## src/rtl/cfgbank_pkg.sv

```systemverilog
package cfgbank_pkg;

    localparam int BYTE_W     = 8;
    localparam int NUM_HOSTS  = 3;
    localparam int SYNC_BYTES = 5;
    localparam int SYNC_W     = SYNC_BYTES * BYTE_W;
    localparam int CHAN_W     = 6;
    localparam int SEL_W      = 2;
    localparam int CFG_W      = 2 * SEL_W;

    localparam logic [BYTE_W-1:0] ADR_BIT     = 8'h00;
    localparam logic [BYTE_W-1:0] ADR_ROUTE   = 8'h01;
    localparam logic [BYTE_W-1:0] ADR_CHAN    = 8'h02;
    localparam logic [BYTE_W-1:0] ADR_SYNC_LO = 8'h03;
    localparam logic [BYTE_W-1:0] ADR_SYNC_HI = ADR_SYNC_LO + BYTE_W'(SYNC_BYTES - 1);
    localparam logic [BYTE_W-1:0] ADR_NONE    = 8'hFF;

    localparam logic [CHAN_W-1:0] CHAN_RST = CHAN_W'(37);
    localparam logic [SYNC_W-1:0] SYNC_RST = 40'h558E89BED6;

    typedef enum logic [SEL_W-1:0] {
        HOST_A = 2'd0,
        HOST_B = 2'd1,
        HOST_C = 2'd2
    } host_e;

    typedef struct packed {
        logic              vld;
        logic [BYTE_W-1:0] data;
        logic [BYTE_W-1:0] addr;
    } host_req_t;

    typedef struct packed {
        logic              we;
        logic [BYTE_W-1:0] addr;
        logic [BYTE_W-1:0] data;
    } reg_wr_t;

    // Unused code 11 falls back to port A.
    function automatic host_e sel_decode(input logic [SEL_W-1:0] code);
        case (code)
            2'b01:   return HOST_B;
            2'b10:   return HOST_C;
            default: return HOST_A;
        endcase
    endfunction

    function automatic logic addr_mapped(input logic [BYTE_W-1:0] a);
        return a <= ADR_SYNC_HI;
    endfunction

endpackage

```

## src/rtl/cfg_host_mux.sv

```systemverilog
module cfg_host_mux
    import cfgbank_pkg::*;
#(
    parameter int HOSTS = NUM_HOSTS
) (
    input  host_req_t req_i [HOSTS],
    input  host_e     sel_i,
    output host_req_t req_o
);
    always_comb begin
        req_o = '0;
        for (int i = 0; i < HOSTS; i++) begin
            if (int'(sel_i) == i) begin
                req_o = req_i[i];
            end
        end
    end
endmodule

```

## src/rtl/cfg_addr_pipe.sv

```systemverilog
module cfg_addr_pipe
    import cfgbank_pkg::*;
(
    input  logic      clk,
    input  logic      rst,
    input  host_req_t req_i,
    output reg_wr_t   wr_o
);
    logic [BYTE_W-1:0] pend_q;

    // The address of one valid cycle aims the data of the next one.
    always_ff @(posedge clk) begin
        if (rst) begin
            pend_q <= ADR_NONE;
        end else if (req_i.vld) begin
            pend_q <= req_i.addr;
        end
    end

    always_comb begin
        wr_o.we   = req_i.vld && addr_mapped(pend_q);
        wr_o.addr = pend_q;
        wr_o.data = req_i.data;
    end
endmodule

```

## src/rtl/cfg_reg_file.sv

```systemverilog
module cfg_reg_file
    import cfgbank_pkg::*;
#(
    parameter int NBYTES = SYNC_BYTES
) (
    input  logic                     clk,
    input  logic                     rst,
    input  reg_wr_t                  wr_i,
    output logic                     bit_o,
    output logic                     bit_vld_o,
    output logic [CHAN_W-1:0]        chan_o,
    output logic [NBYTES*BYTE_W-1:0] sync_o,
    output host_e                    in_sel_o,
    output host_e                    out_sel_o
);
    localparam logic [NBYTES*BYTE_W-1:0] SYNC_INIT = (NBYTES*BYTE_W)'(SYNC_RST);

    logic              bit_q;
    logic              bit_vld_q;
    logic [CHAN_W-1:0] chan_q;
    logic [CFG_W-1:0]  route_q;
    logic [BYTE_W-1:0] sync_q [NBYTES];

    always_ff @(posedge clk) begin
        if (rst) begin
            bit_q     <= 1'b0;
            bit_vld_q <= 1'b0;
            chan_q    <= CHAN_RST;
            route_q   <= '0;
        end else begin
            bit_vld_q <= wr_i.we && (wr_i.addr == ADR_BIT);
            if (wr_i.we && wr_i.addr == ADR_BIT) begin
                bit_q <= wr_i.data[0];
            end
            if (wr_i.we && wr_i.addr == ADR_ROUTE) begin
                route_q <= wr_i.data[CFG_W-1:0];
            end
            if (wr_i.we && wr_i.addr == ADR_CHAN) begin
                chan_q <= wr_i.data[CHAN_W-1:0];
            end
        end
    end

    for (genvar k = 0; k < NBYTES; k++) begin : g_sync
        localparam logic [BYTE_W-1:0] ADR_K = ADR_SYNC_LO + BYTE_W'(k);
        always_ff @(posedge clk) begin
            if (rst) begin
                sync_q[k] <= SYNC_INIT[k*BYTE_W +: BYTE_W];
            end else if (wr_i.we && wr_i.addr == ADR_K) begin
                sync_q[k] <= wr_i.data;
            end
        end
        assign sync_o[k*BYTE_W +: BYTE_W] = sync_q[k];
    end

    assign bit_o     = bit_q;
    assign bit_vld_o = bit_vld_q;
    assign chan_o    = chan_q;
    assign in_sel_o  = sel_decode(route_q[SEL_W-1:0]);
    assign out_sel_o = sel_decode(route_q[CFG_W-1:SEL_W]);
endmodule

```

## src/rtl/cfg_status_route.sv

```systemverilog
module cfg_status_route
    import cfgbank_pkg::*;
#(
    parameter int HOSTS = NUM_HOSTS
) (
    input  logic             status_i,
    input  host_e            sel_i,
    output logic [HOSTS-1:0] stat_o
);
    for (genvar i = 0; i < HOSTS; i++) begin : g_route
        assign stat_o[i] = status_i && (int'(sel_i) == i);
    end
endmodule

```

## src/rtl/cfg_regbank.sv

```systemverilog
module cfg_regbank
    import cfgbank_pkg::*;
(
    input  logic              clk,
    input  logic              rst,
    input  logic              pa_vld,
    input  logic [7:0]        pa_data,
    input  logic [7:0]        pa_addr,
    output logic              pa_status,
    input  logic              pb_vld,
    input  logic [7:0]        pb_data,
    input  logic [7:0]        pb_addr,
    output logic              pb_status,
    input  logic              pc_vld,
    input  logic [7:0]        pc_data,
    input  logic [7:0]        pc_addr,
    output logic              pc_status,
    input  logic              dec_status_i,
    output logic              dec_bit_o,
    output logic              dec_bit_vld_o,
    output logic [5:0]        dec_chan_o,
    output logic [39:0]       dec_sync_o
);
    host_req_t             host_req [NUM_HOSTS];
    host_req_t             sel_req;
    reg_wr_t               wr;
    host_e                 in_sel;
    host_e                 out_sel;
    logic [NUM_HOSTS-1:0]  host_stat;

    assign host_req[0] = '{vld: pa_vld, data: pa_data, addr: pa_addr};
    assign host_req[1] = '{vld: pb_vld, data: pb_data, addr: pb_addr};
    assign host_req[2] = '{vld: pc_vld, data: pc_data, addr: pc_addr};

    cfg_host_mux #(.HOSTS(NUM_HOSTS)) u_mux (
        .req_i (host_req),
        .sel_i (in_sel),
        .req_o (sel_req)
    );

    cfg_addr_pipe u_pipe (
        .clk   (clk),
        .rst   (rst),
        .req_i (sel_req),
        .wr_o  (wr)
    );

    cfg_reg_file #(.NBYTES(SYNC_BYTES)) u_regs (
        .clk       (clk),
        .rst       (rst),
        .wr_i      (wr),
        .bit_o     (dec_bit_o),
        .bit_vld_o (dec_bit_vld_o),
        .chan_o    (dec_chan_o),
        .sync_o    (dec_sync_o),
        .in_sel_o  (in_sel),
        .out_sel_o (out_sel)
    );

    cfg_status_route #(.HOSTS(NUM_HOSTS)) u_route (
        .status_i (dec_status_i),
        .sel_i    (out_sel),
        .stat_o   (host_stat)
    );

    assign pa_status = host_stat[0];
    assign pb_status = host_stat[1];
    assign pc_status = host_stat[2];
endmodule

```

## config.mk

```make
export PLATFORM = sky130hd
export DESIGN_NAME = cfg_regbank
export DESIGN_NICKNAME = d
export VERILOG_FILES = /design/src/rtl/cfgbank_pkg.sv /design/src/rtl/cfg_host_mux.sv /design/src/rtl/cfg_addr_pipe.sv /design/src/rtl/cfg_reg_file.sv /design/src/rtl/cfg_status_route.sv /design/src/rtl/cfg_regbank.sv
export SDC_FILE = /design/constraint.sdc
export NUM_CORES = 1
export LEC_CHECK = 0
export BUFFER_PORTS_ARGS = -buffer_cell sky130_fd_sc_hd__buf_2
export CAP_MARGIN = 20
export CORE_ASPECT_RATIO = 0.7
export CORE_MARGIN = 2
export CORE_UTILIZATION = 45
export DETAILED_ROUTE_END_ITERATION = 8
export PLACE_DENSITY = 0.75
export SLEW_MARGIN = 40
export SYNTH_ARGS = -nofsm -noshare
export SYNTH_HDL_FRONTEND = slang
export SYNTH_HIERARCHICAL = 1
export SYNTH_SLANG_ARGS = --single-unit
export TNS_END_PERCENT = 5
```

## constraint.sdc

```tcl
create_clock -name clk -period 3.2 [get_ports clk]
set_clock_uncertainty 0.1 [all_clocks]
set_input_delay 0.64 -clock clk [delete_from_list [all_inputs] [get_ports clk]]
set_output_delay 0.64 -clock clk [all_outputs]
set_load 0.03 [all_outputs]
```

==> metrics.yaml <==
place:
  place_area_um2: 3606
  hpwl_um: 4837
  portBuffers: 104
  gp_congestion: 0.8110
global_routing:
  grt.total_usage: 0.1898
  grtUsageMet3: 0.06322
  grt_use_met1: 0.2563
  grt_pass1_wl_um: 10440
  use_met2: 0.2873
  antenna_found_initial: 0
  grt_pass1_vias: 2102
  grt_overflow: 0
  grt-busiest-layer: "met2"
  grt_max_degree: 35
cells_and_area:
  drive_above_1_share: 0.4342
  synthToLayoutAreaGrowth_pct: 25.62
  stdcell_area_um2: 3822
  layout.nets: 406
  insertedDiodeCount: 0
pwr:
  power_density_nw_per_um2: 433.2
  p_leak_nw: 1.436
  ir_drop_mv: 0.2002
critical_path:
  cpPeakStageDelay_ps: 650
  endpoint_kind: "flip-flop"
  r2r-start: "u_regs/route_q[1]"
  startpoint: "u_regs/route_q[1]"
  cp.required_ps: 3190
  cp_cell_sequence: "nor2b_2 > nor2b_4 > o2bb2ai_1 > or4b_1 > nor3_2 > or4bb_4 > or3_1"
  cp-endpoint: "u_regs/sync_q[1][4]"
  cp.arrival_ps: 3020
  regToRegEndpoint: "u_regs/sync_q[1][4]"
  crit_type: "reg -> reg"
  r2r_setup_slack_ps: 170
  rr_worst_depth: 7
  crit_path_top_delay_cell: "or4bb_4"
  start_kind: "flip-flop"
  path_max_fanout: 9
min_path:
  hp-start: "u_regs/chan_o[4]"
  min_path_type: "reg -> reg"
route:
  vias: 2225
  wire_per_inst_um: 14.57
  post-route-drc-count: 0
  ant_nets: 0
  avgViaCountPerCell: 4.933
  totalWireLength_um: 6571
  drt_iter0_drc: 145
  dr.pass1.iters: 5
clock_tree:
  ctsResizeCount: 0
  cts-root-buf: "clkbuf_8"
  cts_tree: "built"
  post_cts_buffers: 0
  cts_hold_buf: 0
  cts_inserted_buffers: 9
  clockBufferDepth: 2
  clk-insertion-delay-late_ps: 340
  path_clk_slew_ps: 70
  clock-sinks: 60
  h-tree-depth: 3
floorplanning:
  rows: 25
  core-area_um2: 6663
  initial_core_util: 0.4567
  die_height_um: 72.80
  fp.dieW_um: 102.3
  ios: 105
  dieArea_um2: 7446
sta:
  timing.final.max_slew_violations: 0
  setup_tns_ps: 0
  rsz0062_at_grt: "false"
  tightest_slew_ps: 603.5
  setup_viol: 0
  max_clock_freq_mhz: 330.4
  finalCriticalPeriod_ps: 3026
  period_share: 0.9457
  hold_viol: 0
  slew_headroom: 0.5943
logic_synthesis:
  ys_ff_latch: 60
  syn_area_um2: 3043
  synth_edf_count: 40
  async_reset_ff_frac: 0
  synth_cell_types: 43
  synth_nets: 301
  synth_top_flop_cell: "edfxtp_1"
  syn_avg_cell_area_um2: 12.32
  synthCells: 247
  ys_seq_area_frac: 0.5263
  yosysWarnings: 6
run:
  drv_cap: 0
run_status:
  status: "complete, no violations"
[logic make-up (layout without fill, tap and decap cells)]
| family | after synthesis | in the layout | share of synthesized area |
|---|---|---|---|
| buf+inv | 22 | 132 | 0.05715 |
| compound gates | 34 | 34 | 0.1135 |
| flops | 60 | 60 | 0.5263 |
| mux | 26 | 26 | 0.08553 |
| simple gates | 105 | 105 | 0.2175 |
[layout by cell type, fill, tap and decap left out, types with 2 or more instances in the layout]
cell / Yosys / final
nor2_1: 18 / 18
or3_1: 5 / 5
clkbuf_8: 0 / 9
buf_2: 3 / 104
buf_4: 8 / 12
nor3_4: 1 / 2
nand2_1: 13 / 13
and3_1: 6 / 6
dfxtp_1: 20 / 20
clkinvlp_4: 0 / 2
o21bai_1: 5 / 4
a211o_1: 8 / 8
nor2b_4: 1 / 2
clkinv_2: 0 / 2
mux2i_1: 26 / 26
and2_1: 6 / 6
edfxtp_1: 40 / 40
nand3_1: 2 / 2
and3b_1: 2 / 2
o2bb2ai_2: 10 / 10
a21oi_1: 2 / 2
nand2b_1: 21 / 21
nand4_1: 2 / 2
nor2b_1: 9 / 7
o2bb2ai_1: 7 / 7
nor3_1: 2 / 2
and2b_1: 4 / 4
[worst max-delay path, delay by kind of cell, from the launching register on]
| family | cells | cell delay, ps |
|---|---|---|
| simple gates | 6 | 2110 |
| flops | 1 | 400 |
| compound gates | 1 | 160 |
[power breakdown]
group          internal [mW]  switching (mW)
Combinational         0.0626          0.0795
Clock                  0.359           0.303
Sequential             0.839          0.0131
[synthesized netlist by cell type, drive strengths merged (6+ instances only)]
| cell | number | area, um2 |
|---|---|---|
| nor2 | 18 | 67.56 |
| and2 | 6 | 37.54 |
| mux2i | 26 | 260.3 |
| o2bb2ai | 17 | 211.5 |
| a211o | 8 | 70.07 |
| nor2b | 10 | 70.06 |
| dfxtp | 20 | 400.4 |
| nand2b | 21 | 131.4 |
| and3 | 6 | 37.54 |
| buf | 18 | 158.9 |
| edfxtp | 40 | 1201 |
| nand2 | 13 | 48.80 |
[worst min-delay path by stage]
stage,endpoint,slack [ps],depth (start not counted)
after floorplan,u_regs/route_q[2],360,2
after CTS,u_regs/chan_o[4],380,2
final,u_regs/chan_o[4],380,2
after global routing,u_regs/chan_o[4],400,2
after global placement,u_regs/chan_o[1],360,2
after detailed placement,u_regs/chan_o[4],360,2
[routing by layer]
layer,vias up,routed length [um]
met1,1012,3080
met2,91,2910
met5,-,0
met4,0,107
met3,14,473
li1,1108,-
[area by class of cell]
class | instances | area (um2)
Multi-Input combinational cell | 165 | 1301
Tap cell | 94 | 117.6
Clock buffer | 10 | 127.6
Fill cell | 610 | 2840
Sequential cell | 60 | 1602
Clock inverter | 6 | 63.81
Timing Repair Buffer | 116 | 610.6
[sequential cells by signal, summed over array words and instances, names as in the netlist]
name              count
u_regs/sync_q        40
u_pipe/pend_q         8
u_regs/chan_o         6
u_regs/route_q        4
u_regs/bit_o          1
u_regs/bit_vld_o      1
[per-stage QoR]
step	instances	hold slack [ps]	power, mW	util	setup slack (ps)
after floorplan	247	357.0	0.9527	-	135.9
after global placement	435	363.5	1.007	0.5412	126.3
after detailed placement	435	363.4	1.011	0.5412	59.34
after CTS	451	377.8	1.666	0.5700	34.60
after global routing	451	400.5	1.719	0.5737	25.82
final	451	376.8	1.656	0.5737	173.7
Note: power is estimated with default switching activity, not from simulation.
